**src/rtl/lf_pkg.sv**
```systemverilog
package lf_pkg;

    typedef enum logic [2:0] {
        S_IDLE,
        S_PUSH,
        S_FILL,
        S_COMMIT,
        S_WRITE
    } lf_state_t;

    // Operand crosses into the next long word when offset + bytes exceeds 4
    function automatic logic crosses_word(input logic [1:0] size, input logic [1:0] off);
        logic [3:0] nbytes;
        nbytes = (size == 2'd0) ? 4'd1 : (size == 2'd1) ? 4'd2 : 4'd4;
        return ({2'b00, off} + nbytes) > 4'd4;
    endfunction

endpackage

```
**src/rtl/lf_beat_ctr.sv**
```systemverilog
module lf_beat_ctr #(
    parameter int NBEAT = 4,
    localparam int IW = $clog2(NBEAT)
) (
    input  logic          clk,
    input  logic          rst_n,
    input  logic          clr,
    input  logic          adv,
    input  logic [IW-1:0] base,
    output logic [IW-1:0] word,
    output logic          last
);
    logic [IW-1:0] beat_q;

    always_ff @(posedge clk or negedge rst_n) begin
        if (!rst_n)
            beat_q <= '0;
        else if (clr)
            beat_q <= '0;
        else if (adv)
            beat_q <= beat_q + 1'b1;
    end

    assign word = base + beat_q;
    assign last = (beat_q == IW'(NBEAT - 1));


    beat_adv_chk: assert property (@(posedge clk) disable iff (!rst_n)
        (adv && !clr) |=> (beat_q == IW'($past(beat_q) + 1'b1)));

endmodule

```
**src/rtl/lf_line_buf.sv**
```systemverilog
module lf_line_buf #(
    parameter int DW    = 32,
    parameter int NBEAT = 4,
    localparam int IW = $clog2(NBEAT)
) (
    input  logic                clk,
    input  logic                rst_n,
    input  logic                wr_en,
    input  logic [IW-1:0]       wr_idx,
    input  logic [DW-1:0]       wr_data,
    output logic [NBEAT*DW-1:0] line
);
    for (genvar i = 0; i < NBEAT; i++) begin : g_slot
        logic [DW-1:0] slot_q;
        always_ff @(posedge clk or negedge rst_n) begin
            if (!rst_n)
                slot_q <= '0;
            else if (wr_en && wr_idx == IW'(i))
                slot_q <= wr_data;
        end
        assign line[i*DW +: DW] = slot_q;
    end
endmodule

```
**src/rtl/lf_err_judge.sv**
```systemverilog
module lf_err_judge #(
    parameter int NBEAT = 4,
    localparam int IW = $clog2(NBEAT)
) (
    input  logic          is_write,
    input  logic          crosses,
    input  logic [IW-1:0] beat_word,
    input  logic [IW-1:0] want_word,
    output logic          raise
);
    logic hits_want;
    logic hits_tail;

    always_comb begin
        hits_want = (beat_word == want_word);
        hits_tail = crosses && (beat_word == IW'(want_word + 1'b1));
        raise     = is_write || hits_want || hits_tail;
    end
endmodule

```
**src/rtl/linefill_ctrl.sv**
```systemverilog
module linefill_ctrl
    import lf_pkg::*;
#(
    parameter int DW    = 32,
    parameter int NBEAT = 4
) (
    input  logic                        clk,
    input  logic                        rst_n,
    input  logic                        req_valid,
    output logic                        req_ready,
    input  logic                        req_write,
    input  logic [$clog2(NBEAT)-1:0]    req_word,
    input  logic [1:0]                  req_size,
    input  logic [1:0]                  req_off,
    input  logic                        victim_valid,
    input  logic                        victim_dirty,
    output logic                        push_valid,
    input  logic                        push_full,
    output logic                        bus_req,
    output logic                        bus_wr,
    output logic [$clog2(NBEAT)-1:0]    bus_word,
    input  logic                        bus_ta,
    input  logic                        bus_tea,
    input  logic [DW-1:0]               bus_data,
    output logic                        cache_we,
    output logic [NBEAT*DW-1:0]         cache_line,
    output logic                        exc_pulse
);
    localparam int IW = $clog2(NBEAT);

    lf_state_t     state_q, state_d;
    logic [IW-1:0] word_q;
    logic          span_q;
    logic          wr_q;
    logic          exc_q;
    logic          accept;
    logic          beat_ok;
    logic          beat_err;
    logic          last_beat;
    logic [IW-1:0] cur_word;
    logic          raise;

    assign accept   = (state_q == S_IDLE) && req_valid;
    assign beat_err = ((state_q == S_FILL) || (state_q == S_WRITE)) && bus_tea;
    assign beat_ok  = (state_q == S_FILL) && bus_ta && !bus_tea;

    lf_beat_ctr #(.NBEAT(NBEAT)) u_ctr (
        .clk  (clk),
        .rst_n(rst_n),
        .clr  (accept),
        .adv  (beat_ok),
        .base (word_q),
        .word (cur_word),
        .last (last_beat)
    );

    lf_line_buf #(.DW(DW), .NBEAT(NBEAT)) u_buf (
        .clk    (clk),
        .rst_n  (rst_n),
        .wr_en  (beat_ok),
        .wr_idx (cur_word),
        .wr_data(bus_data),
        .line   (cache_line)
    );

    lf_err_judge #(.NBEAT(NBEAT)) u_judge (
        .is_write (wr_q),
        .crosses  (span_q),
        .beat_word(cur_word),
        .want_word(word_q),
        .raise    (raise)
    );

    // State register and request capture
    always_ff @(posedge clk or negedge rst_n) begin
        if (!rst_n) begin
            state_q <= S_IDLE;
            word_q  <= '0;
            span_q  <= 1'b0;
            wr_q    <= 1'b0;
            exc_q   <= 1'b0;
        end else begin
            state_q <= state_d;
            exc_q   <= beat_err && raise;
            if (accept) begin
                word_q <= req_word;
                span_q <= crosses_word(req_size, req_off);
                wr_q   <= req_write;
            end
        end
    end

    always_comb begin
        state_d = state_q;
        unique case (state_q)
            S_IDLE: begin
                if (req_valid) begin
                    if (req_write)
                        state_d = S_WRITE;
                    else if (victim_valid && victim_dirty)
                        state_d = S_PUSH;
                    else
                        state_d = S_FILL;
                end
            end
            S_PUSH:   if (!push_full) state_d = S_FILL;
            S_FILL: begin
                if (bus_tea)
                    state_d = S_IDLE;
                else if (bus_ta && last_beat)
                    state_d = S_COMMIT;
            end
            S_COMMIT: state_d = S_IDLE;
            S_WRITE:  if (bus_ta || bus_tea) state_d = S_IDLE;
            default:  state_d = S_IDLE;
        endcase
    end

    // Outputs
    always_comb begin
        req_ready  = 1'b0;
        push_valid = 1'b0;
        bus_req    = 1'b0;
        bus_wr     = 1'b0;
        bus_word   = cur_word;
        cache_we   = 1'b0;
        unique case (state_q)
            S_IDLE:   req_ready  = 1'b1;
            S_PUSH:   push_valid = 1'b1;
            S_FILL:   bus_req    = 1'b1;
            S_COMMIT: cache_we   = 1'b1;
            S_WRITE: begin
                bus_req  = 1'b1;
                bus_wr   = 1'b1;
                bus_word = word_q;
            end
            default: ;
        endcase
    end

    assign exc_pulse = exc_q;


    abort_idle_chk: assert property (@(posedge clk) disable iff (!rst_n)
        (state_q == S_FILL && bus_tea) |=> (state_q == S_IDLE && !cache_we));


    exc_single_chk: assert property (@(posedge clk) disable iff (!rst_n)
        exc_pulse |=> !exc_pulse);


    commit_src_chk: assert property (@(posedge clk) disable iff (!rst_n)
        (state_q == S_FILL && bus_ta && !bus_tea && last_beat) |=> cache_we);


    push_hold_chk: assert property (@(posedge clk) disable iff (!rst_n)
        (push_valid && push_full) |=> (push_valid && !bus_req));


    word_hold_chk: assert property (@(posedge clk) disable iff (!rst_n)
        (state_q == S_FILL && !bus_ta && !bus_tea) |=> $stable(bus_word));


    one_role_chk: assert property (@(posedge clk) disable iff (!rst_n)
        $onehot0({req_ready, push_valid, bus_req, cache_we}));

endmodule

```
**config.mk**
```make
export PLATFORM = sky130hd
export DESIGN_NAME = linefill_ctrl
export DESIGN_NICKNAME = d
export VERILOG_FILES = /design/src/rtl/lf_pkg.sv /design/src/rtl/lf_beat_ctr.sv /design/src/rtl/lf_line_buf.sv /design/src/rtl/lf_err_judge.sv /design/src/rtl/linefill_ctrl.sv
export SDC_FILE = /design/constraint.sdc
export NUM_CORES = 1
export LEC_CHECK = 0
export BUFFER_PORTS_ARGS = -buffer_cell sky130_fd_sc_hd__buf_2
export CORE_MARGIN = 8
export CORE_UTILIZATION = 55
export CTS_BUF_LIST = sky130_fd_sc_hd__clkbuf_4 sky130_fd_sc_hd__clkbuf_8
export DETAILED_ROUTE_END_ITERATION = 7
export GPL_TIMING_DRIVEN = 0
export PLACE_DENSITY_LB_ADDON = 0.05
export SETUP_SLACK_MARGIN = 0.02
export SLEW_MARGIN = 20
export SYNTH_ARGS = -nofsm -noshare
export SYNTH_HDL_FRONTEND = slang
export SYNTH_HIERARCHICAL = 1
export SYNTH_SLANG_ARGS = --single-unit
```
**constraint.sdc**
```tcl
create_clock -name clk -period 5.2 [get_ports clk]
set_input_delay 1.04 -clock clk [delete_from_list [all_inputs] [get_ports clk]]
set_output_delay 1.04 -clock clk [all_outputs]
set_load 0.1 [all_outputs]
```
### Word-level counts from Yosys, hierarchy flattened

Index checks and enable logic that the tools add are counted.

| storage, ports and cells | value |
|---|---|
| flip-flop bits (word level) | 138 |
| latch bits | 0 |
| bits in writable memories | 0 |
| memory bits (read-only) | 0 |
| logic and storage cells | 71 |
| memories kept | 0 |

| operators by class | value |
|---|---|
| add/subtract/negate cells | 4 |
| multipliers | 0 |
| div/mod/pow operators | 0 |
| $lt $le $gt $ge | 1 |
| equality and inequality tests | 15 |
| shifts and indexed selects | 0 |
| muxes and demuxes | 18 |
| bitwise operators | 0 |
| reductions and logical operators | 23 |

Operator list:

| cell | count |
|---|---|
| 3-bit 2-to-1 mux | 8 |
| 1-bit logical AND | 12 |
| 3-bit one-hot mux with 4 select lines | 1 |
| 2-bit 2-to-1 mux | 4 |
| 2-bit == test (second input constant) | 3 |
| 3-bit by 2-bit == test with 1-bit output (second input constant) | 2 |
| 1-bit 2-to-1 mux | 5 |
| 2-bit by 1-bit adder with 2-bit output (second input constant) | 2 |
| 2-bit by 3-bit adder with 4-bit output | 1 |
| 2-bit by 1-bit == test with 1-bit output (second input constant) | 2 |
| 2-bit == test | 2 |
| 4-bit by 3-bit > comparator with 1-bit output (second input constant) | 1 |
| 2-bit logical NOT | 2 |
| 1-bit logical OR | 4 |
| 2-bit != test (second input constant) | 2 |
| 4-bit AND reduction | 1 |
| 3-bit by 1-bit == test with 1-bit output (second input constant) | 1 |
| 3-bit == test (second input constant) | 1 |
| 3-bit logical NOT | 1 |
| 3-bit by 2-bit != test with 1-bit output (second input constant) | 1 |
| 2-bit adder | 1 |
| 2-bit by 1-bit != test with 1-bit output (second input constant) | 1 |
| 2-bit nonzero test | 1 |
| 2-bit OR reduction | 1 |
| 1-bit logical NOT | 1 |

### Depth between registers and ports, before layout

| logic depth | value |
|---|---|
| depth after elaboration | 5 |
| mapped depth | 7 |

### Cells and area by module

The synthesis kept the hierarchy.

Modules (own cells, without submodules):

| module | times used | cells each | area an instance (um^2) | seq. area each (um^2) |
|---|---|---|---|---|
| lf_line_buf | 1 | 272 | 4,744.6 | 3,203.1 |
| linefill_ctrl | 1 | 55 | 565.5 | 200.2 |
| lf_beat_ctr | 1 | 10 | 118.9 | 50.0 |
| lf_err_judge | 1 | 5 | 36.3 | 0.0 |

### Worst setup path before layout

OpenSTA, ideal clock, no wires.

| timing path | value |
|---|---|
| path type | register to output |
| start point | register state_q[1] |
| end point | output push_valid |
| arrival time | 2.756 ns |
| setup slack | 1.404 ns |
| stages on the path, launching flop included | 3 |
| cells stage by stage | dfrtp_1 > buf_6 > nor3b_1 |

| between the ends | value |
|---|---|
| word-level cells in the longest chain between the ends | 2 |

RTL lines:

| what | RTL line | source |
|---|---|---|
| from (decl) | linefill_ctrl.sv:31 | `lf_state_t state_q, state_d;` |
| from (signal assigned) | linefill_ctrl.sv:83 | `state_q <= state_d;` |
| 3-bit by 1-bit == test with 1-bit output | linefill_ctrl.sv:127 | `unique case (state_q)` |
| 1-bit 2-to-1 mux | linefill_ctrl.sv:127 |  |
| to (decl) | linefill_ctrl.sv:17 | `output logic push_valid,` |

Every way passes these cells.

### Worst setup path in the final report

| timing path | value |
|---|---|
| start point | register word_q[0] |
| end point | output bus_word[1] |

| between the ends | value |
|---|---|
| word-level cells in the longest chain between the ends | 2 |

RTL lines:

| what | RTL line | source |
|---|---|---|
| from (decl) | linefill_ctrl.sv:32 | `logic [IW-1:0] word_q;` |
| from (signal assigned) | linefill_ctrl.sv:86 | `word_q <= req_word;` |
| 2-bit adder | lf_beat_ctr.sv:24 | `assign word = base + beat_q;` |
| named net cur_word[1] | linefill_ctrl.sv:40 | `logic [IW-1:0] cur_word;` |
| 2-bit 2-to-1 mux | linefill_ctrl.sv:127 |  |
| to (decl) | linefill_ctrl.sv:21 | `output logic [$clog2(NBEAT)-1:0] bus_word,` |

The timed path passes the listed nets, and every way through them passes these cells.

==> key figures <==
Worst setup path
  – Arrival time at the worst endpoint: 2.21 ns
  – Worst-path maximum fanout: 6
  – Worst path required time: 4.16 ns
  – Critical path class: reg -> out
  – Crit. End Element: output pin
  – Startpoint Class: flop

Timing
  – Clock period minus final worst setup slack: 3.25 ns
  – Fmax: 308 MHz
  – Slew HR: 64.6%
  – Final setup viols: 0
  – RSZ-0062 raised after global routing: false
  – Setup_tns: 0 ns
  – Fin crit share: 62.4%
  – Worst Max-Slew Pin Slew: 0.527 ns
  – Setup ws final: 1.95 ns
  – Fin. max-slew vios: 0
  – Clock skew: 0.0130 ns
  – Final Hold Viols: 0

Floorplan
  – Die X-Extent: 116 microns
  – Initial Util: 56.2%
  – CORE AREA: 9730 sq um
  – Site row count: 36
  – Die H: 116 microns
  – DIE AREA: 13400 sq um
  – IO Pins: 183

Place
  – Gpl congestion: 0.773
  – Dpl ws: 2.29 ns
  – I/O Buffers: 182
  – Final HPWL DP: 9340 microns

Yosys
  – Syn Nets: 394
  – Post-synthesis async set-or-reset flop share: 100%
  – Synthesized instance count: 342
  – Main synth FF type: dfrtp_1
  – Sequential cell area fraction in the yosys report: 63.2%
  – Ys Warns: 6
  – Seq cells post-synth: 138
  – Post-synth EDFFs: 0
  – Avg Synthesized Cell Area: 16.0 sq um
  – Synth unique cells: 35
  – Cell Area, Synth: 5470 sq um

Hold path
  – Hold Crit Class: reg -> reg

Finish
  – Nets: 596
  – Util after Layout: 71.4%
  – Layout cells sized above 1: 65.5%
  – Area Overhead vs Synth: 27.0%
  – ANT cells: 0

Detailed routing
  – Remaining DRCs: 0
  – Final WL: 12600 microns
  – Initial DRC Count: 142
  – Post-route ant nets: 0
  – Vias: 3515
  – Vias per inst: 5.09
  – Avg WL per Cell: 18.3 microns
  – First-pass iteration count of the detailed router: 4

CTS
  – Clock Path Buffers: 2
  – Post_cts resized: 0
  – Total CTS buffers: 17
  – Reg clk slew, reported paths: 0.08 ns
  – CTS tree: yes
  – Post-CTS setup buffers: 0
  – H-tree depth: 4
  – Root buf cell: clkbuf_8
  – Clk_lat worst skew: 0.42 ns
  – Hold_buf cts: 0
  – Clock sinks: 138

Job
  – Max cap viols: 0

Run status
  – Run status: complete, no violations

GRT
  – Vias in the first global route: 3784
  – Initial antenna violation count: 0
  – First-pass GRT wire length: 19800 microns
  – Total grt overflow: 0
  – Largest net degree at the start of global routing: 76
  – GRT Total Usage: 19.4%
## synth_stat cells, types with 2 or more instances
cell,n,area [sq um]
a21oi_1,4,20.0
nand3_1,2,10.0
nor3b_2,2,25.0
mux2_4,2,30.0
mux2_1,2,22.5
nor2_1,11,41.3
mux2_2,128,1440
nand2_1,4,15.0
o21ai_0,2,10.0
ha_1,4,50.1
dfrtp_1,138,3450
xnor2_1,4,35.0
mux2i_1,2,20.0
buf_2,9,45.0
nor2b_1,2,12.5
nand3b_1,2,15.0
nor3b_1,2,15.0
buf_6,2,22.5
buf_4,4,30.0
## area by class of cell
type | instances | area, sq um
inverter | 1 | 3.75
clock inverter | 13 | 108
fill | 750 | 2790
clock buffer | 19 | 255
multi-input combinational | 187 | 1900
sequential | 138 | 3450
buffer | 16 | 113
tap | 133 | 166
timing repair buffer | 183 | 948
## registers in the layout, summed over array words and instances (netlist names)
register	cells
exc_pulse	1
span_q	1
state_q	3
u_buf/g_slot.slot_q	128
u_ctr/beat_q	2
word_q	2
wr_q	1
## critical path, stage by stage (launching register included)
cell and delay, ns:
dfrtp_1 0.43, ha_1 0.22, xnor2_1 0.45, mux2_2 0.25
buf_2 0.42
## path summary, 6_finish.rpt
kind	startpoint	end	slack, ns	cells after the start
worst max-delay path	word_q[0]$_DFFE_PN0P_	bus_word[1]	1.95	4
worst min-delay path	u_buf/g_slot[0].slot_q[4]$_DFFE_PN0P_	u_buf/g_slot[0].slot_q[4]$_DFFE_PN0P_	0.49	1
worst max register to register	state_q[0]$_DFFE_PN0P_	u_buf/g_slot[0].slot_q[24]$_DFFE_PN0P_	2.95	6
worst min register to register	u_buf/g_slot[0].slot_q[4]$_DFFE_PN0P_	u_buf/g_slot[0].slot_q[4]$_DFFE_PN0P_	0.49	1
max in group asynchronous	rst_n	u_buf/g_slot[1].slot_q[14]$_DFFE_PN0P_	3.94	2
min in group asynchronous	rst_n	exc_pulse$_DFF_PN0_	0.54	1
## cells in the final DEF, fill, tap and decap left out, types with 2 or more instances in the layout
cell type	synthesis	final
mux2i_1	2	2
nor3b_2	2	2
a21oi_1	4	4
dfrtp_1	138	138
nor3b_1	2	2
nor2_1	11	11
mux2_2	128	128
clkinvlp_4	0	5
xnor2_1	4	4
ha_1	4	4
o21ai_0	2	2
inv_6	0	7
buf_6	2	2
mux2_4	2	2
nand3_1	2	2
nand2_1	4	4
buf_8	1	2
nand3b_1	2	2
nor2b_1	2	2
buf_4	4	4
clkbuf_8	0	18
buf_2	9	190
mux2_1	2	2
## layer usage
layer / routed length, microns / share of wire (%) / GRT usage (%) / up-vias
met2: 6300 / 50 / 32.6 / 119
met1: 4850 / 38 / 21.9 / 1760
li1: - / - / - / 1618
met3: 1210 / 9.6 / 7.50 / 18
met5: 0 / 0 / 0 / -
met4: 261 / 2.1 / 7.87 / 0
## per-stage QoR
step                area, sq um  hold WS [ns]  instances
finish                     6940         0.486        690
global route               6940         0.517        690
CTS                        6940         0.490        690
detailed placement         6580         0.472        658
global placement           6540         0.468        657
floorplan                  5470         0.507        342
## cells by family (layout without fill, tap and decap cells)
group	after synthesis	after routing	synth area share, %
buffers and inverters	17	232	2.13
adders and majority gates	5	5	1.28
and+or+nand+nor	31	31	3.48
xor gates and xnor gates	5	5	0.801
DFF	138	138	63.2
AOI/OAI and AO/OA	12	12	1.42
muxes	134	134	27.7
Power is not shown: default switching activity piles up to over one toggle a cycle in this logic, so the estimate is an artifact.
